--- src/rtl/iso_tx_pkg.sv ---
package iso_tx_pkg;

    localparam int BLK_W = 8;

    typedef enum logic [1:0] {
        PM_VARIABLE = 2'b00,
        PM_FIXED    = 2'b01,
        PM_MPEG2    = 2'b10,
        PM_HDR_ONLY = 2'b11
    } pack_mode_e;

    typedef enum logic [1:0] {
        PK_EMPTY = 2'b00,
        PK_DATA  = 2'b01,
        PK_HDR   = 2'b10
    } pkt_kind_e;

    typedef enum logic [1:0] {
        ST_IDLE = 2'b00,
        ST_ARB  = 2'b01,
        ST_DATA = 2'b10
    } tx_state_e;

    typedef struct packed {
        pkt_kind_e          kind;
        logic [BLK_W-1:0]   blocks;
    } pkt_desc_t;

    function automatic logic [BLK_W-1:0] min_blk(input logic [BLK_W-1:0] a,
                                                 input logic [BLK_W-1:0] b);
        return (a < b) ? a : b;
    endfunction

endpackage

--- src/rtl/iso_tx_plan.sv ---
module iso_tx_plan
    import iso_tx_pkg::*;
#(
    parameter int LVL_W = 12,
    parameter int DBS_W = 8
) (
    input  pack_mode_e          mode,
    input  logic [BLK_W-1:0]    max_blk,
    input  logic [LVL_W-1:0]    level,
    input  logic [DBS_W-1:0]    dbs,
    output pkt_desc_t           desc
);
    localparam logic [LVL_W-1:0] SAT = LVL_W'((1 << BLK_W) - 1);

    logic [LVL_W-1:0] whole;
    logic [BLK_W-1:0] avail;
    logic [BLK_W-1:0] limited;

    always_comb begin
        whole   = (dbs == '0) ? '0 : level / LVL_W'(dbs);
        avail   = (whole > SAT) ? SAT[BLK_W-1:0] : whole[BLK_W-1:0];
        limited = min_blk(avail, max_blk);
        desc    = '{kind: PK_EMPTY, blocks: '0};
        unique case (mode)
            PM_HDR_ONLY: desc.kind = PK_HDR;
            PM_FIXED: begin
                if (max_blk != '0 && avail >= max_blk) begin
                    desc.kind   = PK_DATA;
                    desc.blocks = max_blk;
                end
            end
            default: begin
                if (limited != '0) begin
                    desc.kind   = PK_DATA;
                    desc.blocks = limited;
                end
            end
        endcase
    end
endmodule

--- src/rtl/iso_tx_cfg_hold.sv ---
module iso_tx_cfg_hold
    import iso_tx_pkg::*;
(
    input  logic                clk,
    input  logic                rst,
    input  logic                hold,
    input  pack_mode_e          cfg_mode,
    input  logic [BLK_W-1:0]    cfg_max,
    output pack_mode_e          mode_q,
    output logic [BLK_W-1:0]    max_q
);
    always_ff @(posedge clk) begin
        if (rst) begin
            mode_q <= PM_VARIABLE;
            max_q  <= '0;
        end else if (!hold) begin
            mode_q <= cfg_mode;
            max_q  <= cfg_max;
        end else if (mode_q == PM_MPEG2) begin
            max_q  <= cfg_max;
        end
    end
endmodule

--- src/rtl/iso_tx_packer.sv ---
module iso_tx_packer
    import iso_tx_pkg::*;
#(
    parameter int LVL_W = 12,
    parameter int DBS_W = 8
) (
    input  logic                clk,
    input  logic                rst,
    input  logic                cfg_enable,
    input  logic                cfg_reset,
    input  logic [1:0]          cfg_mode,
    input  logic [7:0]          cfg_max_blocks,
    input  logic                cycle_start,
    input  logic [LVL_W-1:0]    fifo_level,
    input  logic [DBS_W-1:0]    blk_size,
    input  logic                arb_grant,
    input  logic                fifo_rd_ok,
    output logic                arb_req,
    output logic                pkt_valid,
    output logic [1:0]          pkt_kind,
    output logic [7:0]          pkt_blocks,
    output logic                fifo_rd,
    output logic                fifo_flush,
    output logic                busy
);
    localparam int Q_W = BLK_W + DBS_W;

    tx_state_e          state;
    logic               run_q;
    logic               hold;
    logic               start;
    pack_mode_e         mode_q;
    logic [BLK_W-1:0]   max_q;
    pkt_desc_t          plan;
    pkt_desc_t          desc_q;
    logic [Q_W-1:0]     quads_q;
    logic [Q_W-1:0]     left_q;

    assign hold  = (state != ST_IDLE) || run_q;
    assign start = (state == ST_IDLE) && run_q && cfg_enable && !cfg_reset && cycle_start;

    iso_tx_cfg_hold i_cfg (
        .clk      (clk),
        .rst      (rst),
        .hold     (hold),
        .cfg_mode (pack_mode_e'(cfg_mode)),
        .cfg_max  (cfg_max_blocks),
        .mode_q   (mode_q),
        .max_q    (max_q)
    );

    iso_tx_plan #(.LVL_W(LVL_W), .DBS_W(DBS_W)) i_plan (
        .mode    (mode_q),
        .max_blk (max_q),
        .level   (fifo_level),
        .dbs     (blk_size),
        .desc    (plan)
    );

    always_ff @(posedge clk) begin
        if (rst) begin
            state      <= ST_IDLE;
            run_q      <= 1'b0;
            desc_q     <= '{kind: PK_EMPTY, blocks: '0};
            quads_q    <= '0;
            left_q     <= '0;
            pkt_valid  <= 1'b0;
            pkt_kind   <= PK_EMPTY;
            pkt_blocks <= '0;
        end else begin
            run_q     <= cfg_enable && !cfg_reset;
            pkt_valid <= 1'b0;
            if (cfg_reset) begin
                state <= ST_IDLE;
            end else begin
                unique case (state)
                    ST_IDLE: begin
                        if (start) begin
                            desc_q  <= plan;
                            quads_q <= Q_W'(plan.blocks) * Q_W'(blk_size);
                            state   <= ST_ARB;
                        end
                    end
                    ST_ARB: begin
                        if (arb_grant) begin
                            pkt_valid  <= 1'b1;
                            pkt_kind   <= desc_q.kind;
                            pkt_blocks <= desc_q.blocks;
                            left_q     <= quads_q;
                            state      <= (desc_q.kind == PK_DATA && quads_q != '0)
                                          ? ST_DATA : ST_IDLE;
                        end
                    end
                    ST_DATA: begin
                        if (fifo_rd_ok) begin
                            left_q <= left_q - 1'b1;
                            if (left_q == Q_W'(1)) state <= ST_IDLE;
                        end
                    end
                    default: state <= ST_IDLE;
                endcase
            end
        end
    end

    assign arb_req    = (state == ST_ARB);
    assign fifo_rd    = (state == ST_DATA);
    assign busy       = (state != ST_IDLE);
    assign fifo_flush = cfg_reset;

endmodule

--- config.mk ---
export PLATFORM = sky130hd
export DESIGN_NAME = iso_tx_packer
export DESIGN_NICKNAME = d
export VERILOG_FILES = /design/src/rtl/iso_tx_pkg.sv /design/src/rtl/iso_tx_plan.sv /design/src/rtl/iso_tx_cfg_hold.sv /design/src/rtl/iso_tx_packer.sv
export SDC_FILE = /design/constraint.sdc
export NUM_CORES = 1
export LEC_CHECK = 0
export BUFFER_PORTS_ARGS = -buffer_cell sky130_fd_sc_hd__buf_2
export CAP_MARGIN = 20
export CORE_MARGIN = 2
export CORE_UTILIZATION = 60
export CTS_CLUSTER_DIAMETER = 150
export DETAILED_ROUTE_END_ITERATION = 12
export GPL_TIMING_DRIVEN = 0
export PLACE_DENSITY_LB_ADDON = 0.12
export SYNTH_ARGS = -nofsm -noshare
export SYNTH_HDL_FRONTEND = slang
export SYNTH_HIERARCHICAL = 1
export SYNTH_SLANG_ARGS = --single-unit
export TNS_END_PERCENT = 50
--- constraint.sdc ---
create_clock -name clk -period 55 [get_ports clk]
set_clock_uncertainty 0.05 [all_clocks]
set_input_delay 2.75 -clock clk [delete_from_list [all_inputs] [get_ports clk]]
set_output_delay 2.75 -clock clk [all_outputs]
set_load 0.005 [all_outputs]
==> flow_metrics.tcl, run 1 <==
set metrics [dict create \
    fp-row-count 44 \
    finalSetupTns_ns 0 \
    ys_seq_elements 66 \
    yosysWarnings 6 \
    netlist_area_sq_um 8940 \
    clock_sinks 66 \
    clk_pin_slew_ns 0.05 \
    cp_slowest_cell "or4b_2" \
    grt.total_usage 0.287 \
    required_ns 55.20 \
    tightest_slew_ns 1.07 \
    cp-start-kind "input port" \
    ys_types 86 \
    ctsLongestPathBuffers 2 \
    detail_route.vias_per_cell 6.13 \
    drcViolationCount 0 \
    drv_cap 0 \
    critPathKind "input port to register" \
    htreeDepth 3 \
    start_util 0.615 \
    grt_pass1_wl_um 38800 \
    worstSetupEndpointType "register" \
    vias 8619 \
    die_x_um 126 \
    met3_wirelength_um 854 \
    syn_nets 1340 \
    syn_inst 1152 \
    numCtsBuffers 9 \
    wire_per_inst_um 16.0 \
    synth_top_area_share 0.161 \
    slew_headroom 0.278 \
    syn_area_per_cell_sq_um 7.76 \
    pin_count 52 \
    rsz0062_at_grt "no" \
    antenna_found_initial 0 \
    async_flop_share 0 \
    r2r_slack_ns 47.91 \
    routed.top_layer "met4" \
    die_h_um 126 \
    critical_path_arrival_ns 30.83 \
    globalRouteOverflowTotal 0 \
    synth_area_leaders "ha_1 (16%), dfxtp_1 (15%), fa_1 (8.1%)" \
    period_needed_ns 30.63 \
    firstDrtPassIters 5 \
    clk_latency_ns 0.33 \
    grt_pass1_vias 8379 \
    insertedDiodeCount 0 \
    dp_hpwl_um 17700 \
    whs_ns 0.402 \
    synth_top_area_cell "ha_1" \
    timing.rr.end "quads_q[15]" \
    timing.rr.start "i_cfg/max_q[1]" \
    grt_start_max_net_pins 16 \
    status "finished clean" \
    hold_buffers 0 \
    synth_edf_count 0 \
    port_buffers 51 \
    globalplace.congestion 0.950 \
    m1WireLength_um 9690 \
    die_area_sq_um 15900 \
    synth_ff_type "dfxtp_1" \
    hold_viol 0 \
    setup_viol 0 \
    post_cts_buffers 0 \
    synth.most_common_cell "nand2_1" \
    design.core.area_sq_um 14500 \
    slowest_delay_ns 0.63 \
    area_delta_synth_final_pct 9.57 \
    drive_above_1_share 0.104 \
    holdPathEnd "pkt_blocks[4]" \
    clock.fmax_mhz 32.6 \
    drt_iter0_markers 476 \
    ant_nets 0 \
    seq_area_frac_synth 0.148 \
    r2r.worst_path.cells 28 \
    fin_crit_sh 0.557 \
    drv_slew 0 \
    yosys-top-cells-count "nand2_1 (127), ha_1 (115), a21oi_1 (98)" \
    whs_path_depth 2 \
    wl_um 22400 \
    route.met2.wl_um 11300 \
    nets 1406 \
    hold_start "pkt_blocks[4]" \
    hold_class "register to register" \
    crit_path_max_fanout 10 \
    cts_resized 0 \
    cts_root_buf "clkbuf_16" \
    cts_tree "done" \
]
worst max-delay path by stage:
stage	end	slack (ns)	startpoint	cells past startpoint
after global placement	quads_q[15]	24.48	blk_size[7]	114
after CTS	quads_q[15]	24.50	blk_size[7]	115
after detailed placement	quads_q[15]	24.24	blk_size[7]	114
after global routing	quads_q[15]	22.37	blk_size[7]	117
after floorplan	quads_q[15]	28.25	blk_size[7]	113
final	quads_q[15]	24.37	blk_size[7]	115
kinds of logic after synthesis:
kind of cell	Yosys count	synth area share
multiplexers	39	0.0460
buffers and inverters	135	0.0584
adder cells (fa/ha/maj)	151	0.242
XOR/XNOR	34	0.0333
AND/OR/NAND/NOR	433	0.250
flip-flops	66	0.148
AO/OA/AOI/OAI	294	0.223
registers in the layout, indices dropped and copies added, names as in the netlist:
name and flops:
left_q 16, quads_q 16, desc_q 10, i_cfg/max_q 8, pkt_blocks 8, i_cfg/mode_q 2, pkt_kind 2, state 2
pkt_valid 1, run_q 1
worst max-delay path, delay by kind of cell:
family                   cells  cell delay (ns)
AND/OR/NAND/NOR             25             5.80
adder cells (fa/ha/maj)     17             5.94
buffers and inverters       14             2.85
AO/OA/AOI/OAI               55            12.27
multiplexers                 4             1.10
final cells by class:
class | instances | area, sq um
buffer | 42 | 173
clock buffer | 9 | 225
clock inverter | 7 | 125
fill | 1271 | 4740
inverter | 93 | 349
multi-input combinational | 951 | 7100
sequential | 66 | 1320
tap | 184 | 230
timing repair buffer | 55 | 275
stage by stage:
step | cells | instance area, sq um | utilization | setup WS [ns]
final | 1407 | 9800 | 0.674 | 24.37
after global routing | 1407 | 9800 | 0.674 | 22.37
after CTS | 1405 | 9790 | 0.673 | 24.50
after detailed placement | 1389 | 9440 | 0.649 | 24.24
after global placement | 1387 | 9430 | 0.649 | 24.48
after floorplan | 1152 | 8940 | - | 28.25
placed cells by master, fill, tap and decap left out, drive strengths merged, types with 19 or more instances in the layout:
master	n
a21o	21
a21oi	100
and2	54
buf	62
clkbuf	44
dfxtp	66
fa	36
ha	115
inv	94
mux2i	22
nand2	127
nand2b	29
nand3	23
nor2	72
nor3	33
o21a	22
o21ai	46
xnor2	19
metal layers:
| layer | up-vias | track usage |
|---|---|---|
| met5 | - | 0 |
| met2 | 251 | 0.524 |
| met3 | 58 | 0.0348 |
| met4 | 0 | 0.0899 |
| met1 | 4053 | 0.350 |
| li1 | 4257 | - |
Power of run 1 is left out: the tool's default activity adds up to more than one toggle a clock period on the data nets, which glitch-free logic cannot reach.
==> run 2, diff against run 1 <==
==> constraint.sdc (replaced) <==
create_clock -name clk -period 28.4 [get_ports clk]
set_clock_uncertainty 0.05 [all_clocks]
set_input_delay 1.42 -clock clk [delete_from_list [all_inputs] [get_ports clk]]
set_output_delay 1.42 -clock clk [all_outputs]
set_load 0.005 [all_outputs]
==> flow_metrics.tcl, run 2 (same netlist as run 1, synthesis figures left out) <==
set metrics [dict create \
    hold_buffers 0 \
    numCtsBuffers 9 \
    fin_ws_ns 1.36 \
    vias 8719 \
    place_ws_ns -1.03 \
    setup_viol 0 \
    die_h_um 126 \
    drcViolationCount 0 \
    cts_root_buf "clkbuf_16" \
    whs_path_depth 2 \
    drt_iter0_markers 605 \
    slowest_delay_ns 0.66 \
    hold_start "pkt_blocks[4]" \
    hold_class "register to register" \
    globalplace.congestion 0.950 \
    cp-start-kind "input port" \
    holdPathEnd "pkt_blocks[4]" \
    grt_pass1_wl_um 38900 \
    clock.fmax_mhz 37.0 \
    dp_hpwl_um 17700 \
    period_needed_ns 27.04 \
    grt.busiest_layer "met2" \
    detail_route.vias_per_cell 6.16 \
    ant_nets 0 \
    grt_start_max_net_pins 16 \
    tightest_slew_ns 1.08 \
    clock_sinks 66 \
    insertedDiodeCount 0 \
    status "finished clean" \
    grt.total_usage 0.287 \
    wl_um 23100 \
    firstDrtPassIters 5 \
    utilization 0.691 \
    drv_cap 0 \
    required_ns 28.61 \
    layout_common_cells "nand2_1 (126), ha_1 (114), a21oi_1 (95), inv_1 (93), nor2_1 (70)" \
    clk_pin_slew_ns 0.05 \
    port_buffers 51 \
    htreeDepth 3 \
    critPathKind "input port to register" \
    fin_crit_sh 0.952 \
    critical_path_arrival_ns 27.24 \
    design.core.area_sq_um 14500 \
    pin_count 52 \
    grt_pass1_vias 8388 \
    crit_path_max_fanout 10 \
    drive_above_1_share 0.135 \
    r2r_slack_ns 21.36 \
    worstSetupEndpointType "register" \
    antenna_found_initial 0 \
    mostFrequentLayoutCell "nand2_1" \
    cp_slowest_cell "or4b_2" \
    area_delta_synth_final_pct 12.4 \
    top_regs "left_q x16, quads_q x16, desc_q x10" \
    gr-usage-met3 0.0348 \
    r2r.worst_path.cells 29 \
    ctsLongestPathBuffers 2 \
    hold_viol 0 \
    nets 1415 \
    grt_use_met1 0.351 \
    use_met2 0.525 \
    cts_tree "done" \
    die_area_sq_um 15900 \
    clk_latency_ns 0.33 \
    timing.rr.end "quads_q[15]" \
    critical_path.most_common_cell "a21oi_1" \
    slew_headroom 0.275 \
    die_x_um 126 \
    drv_slew 0 \
    timing.rr.start "i_cfg/max_q[1]" \
    globalRouteOverflowTotal 0 \
    start_util 0.615 \
    fp-row-count 44 \
    wire_per_inst_um 16.3 \
]
## run 2: changes by cell type in the layout (fill, tap and decap cells not counted), sizes merged
cell	previous run	this run
buf	62	74
clkbuf	44	41
## run 2: worst max path at each step
stage                     depth (start not counted)  slack (ns)        start          end
after global placement                          114       -0.79  blk_size[7]  quads_q[15]
after CTS                                       115        0.08  blk_size[7]  quads_q[15]
after floorplan                                 113        2.98  blk_size[7]  quads_q[15]
after detailed placement                        114       -1.03  blk_size[7]  quads_q[15]
final                                           115        1.36  blk_size[7]  quads_q[15]
after global routing                            118       -0.23  blk_size[7]  quads_q[15]
## run 2: through the flow
stage                     instances  area, sq um  hold slack (ns)  setup TNS, ns
final                          1416        10000            0.402              0
after global routing           1416        10000            0.411         -0.464
after CTS                      1406         9810            0.404              0
after detailed placement       1389         9440            0.398          -6.66
after global placement         1387         9430            0.388          -4.99
after floorplan                1152         8940            0.382              0
## run 2: repair_timing
item / CTS / global route
pin swaps: 1 / 4
setup buffers: 1 / 10
setup endpoints to repair: 8 / 12
gates resized for setup: 5 / 41
## run 2: worst max-delay path: cells and delay by family
family | cells | cell delay (ns)
AOI/OAI and AO/OA | 54 | 10.69
adders and majority gates | 17 | 5.97
and+or+nand+nor | 25 | 5.58
buffers and inverters | 14 | 2.28
muxes | 5 | 1.30
## run 2: cell type report
type	count	area [sq um]
Buffer	41	180
Clock buffer	9	225
Clock inverter	7	125
Fill cell	1237	4490
Inverter	93	349
Multi-Input combinational cell	951	7260
Sequential cell	66	1320
Tap cell	184	230
Timing Repair Buffer	65	353
## run 2: routing by layer
| layer | share of wire | wire length [um] | up-vias |
|---|---|---|---|
| met5 | 0 | 0 | - |
| met4 | 0.028 | 644 | 0 |
| met3 | 0.040 | 929 | 62 |
| met2 | 0.51 | 11700 | 249 |
| met1 | 0.42 | 9800 | 4117 |
| li1 | - | - | 4291 |
Power of run 2 is left out for the same reason.
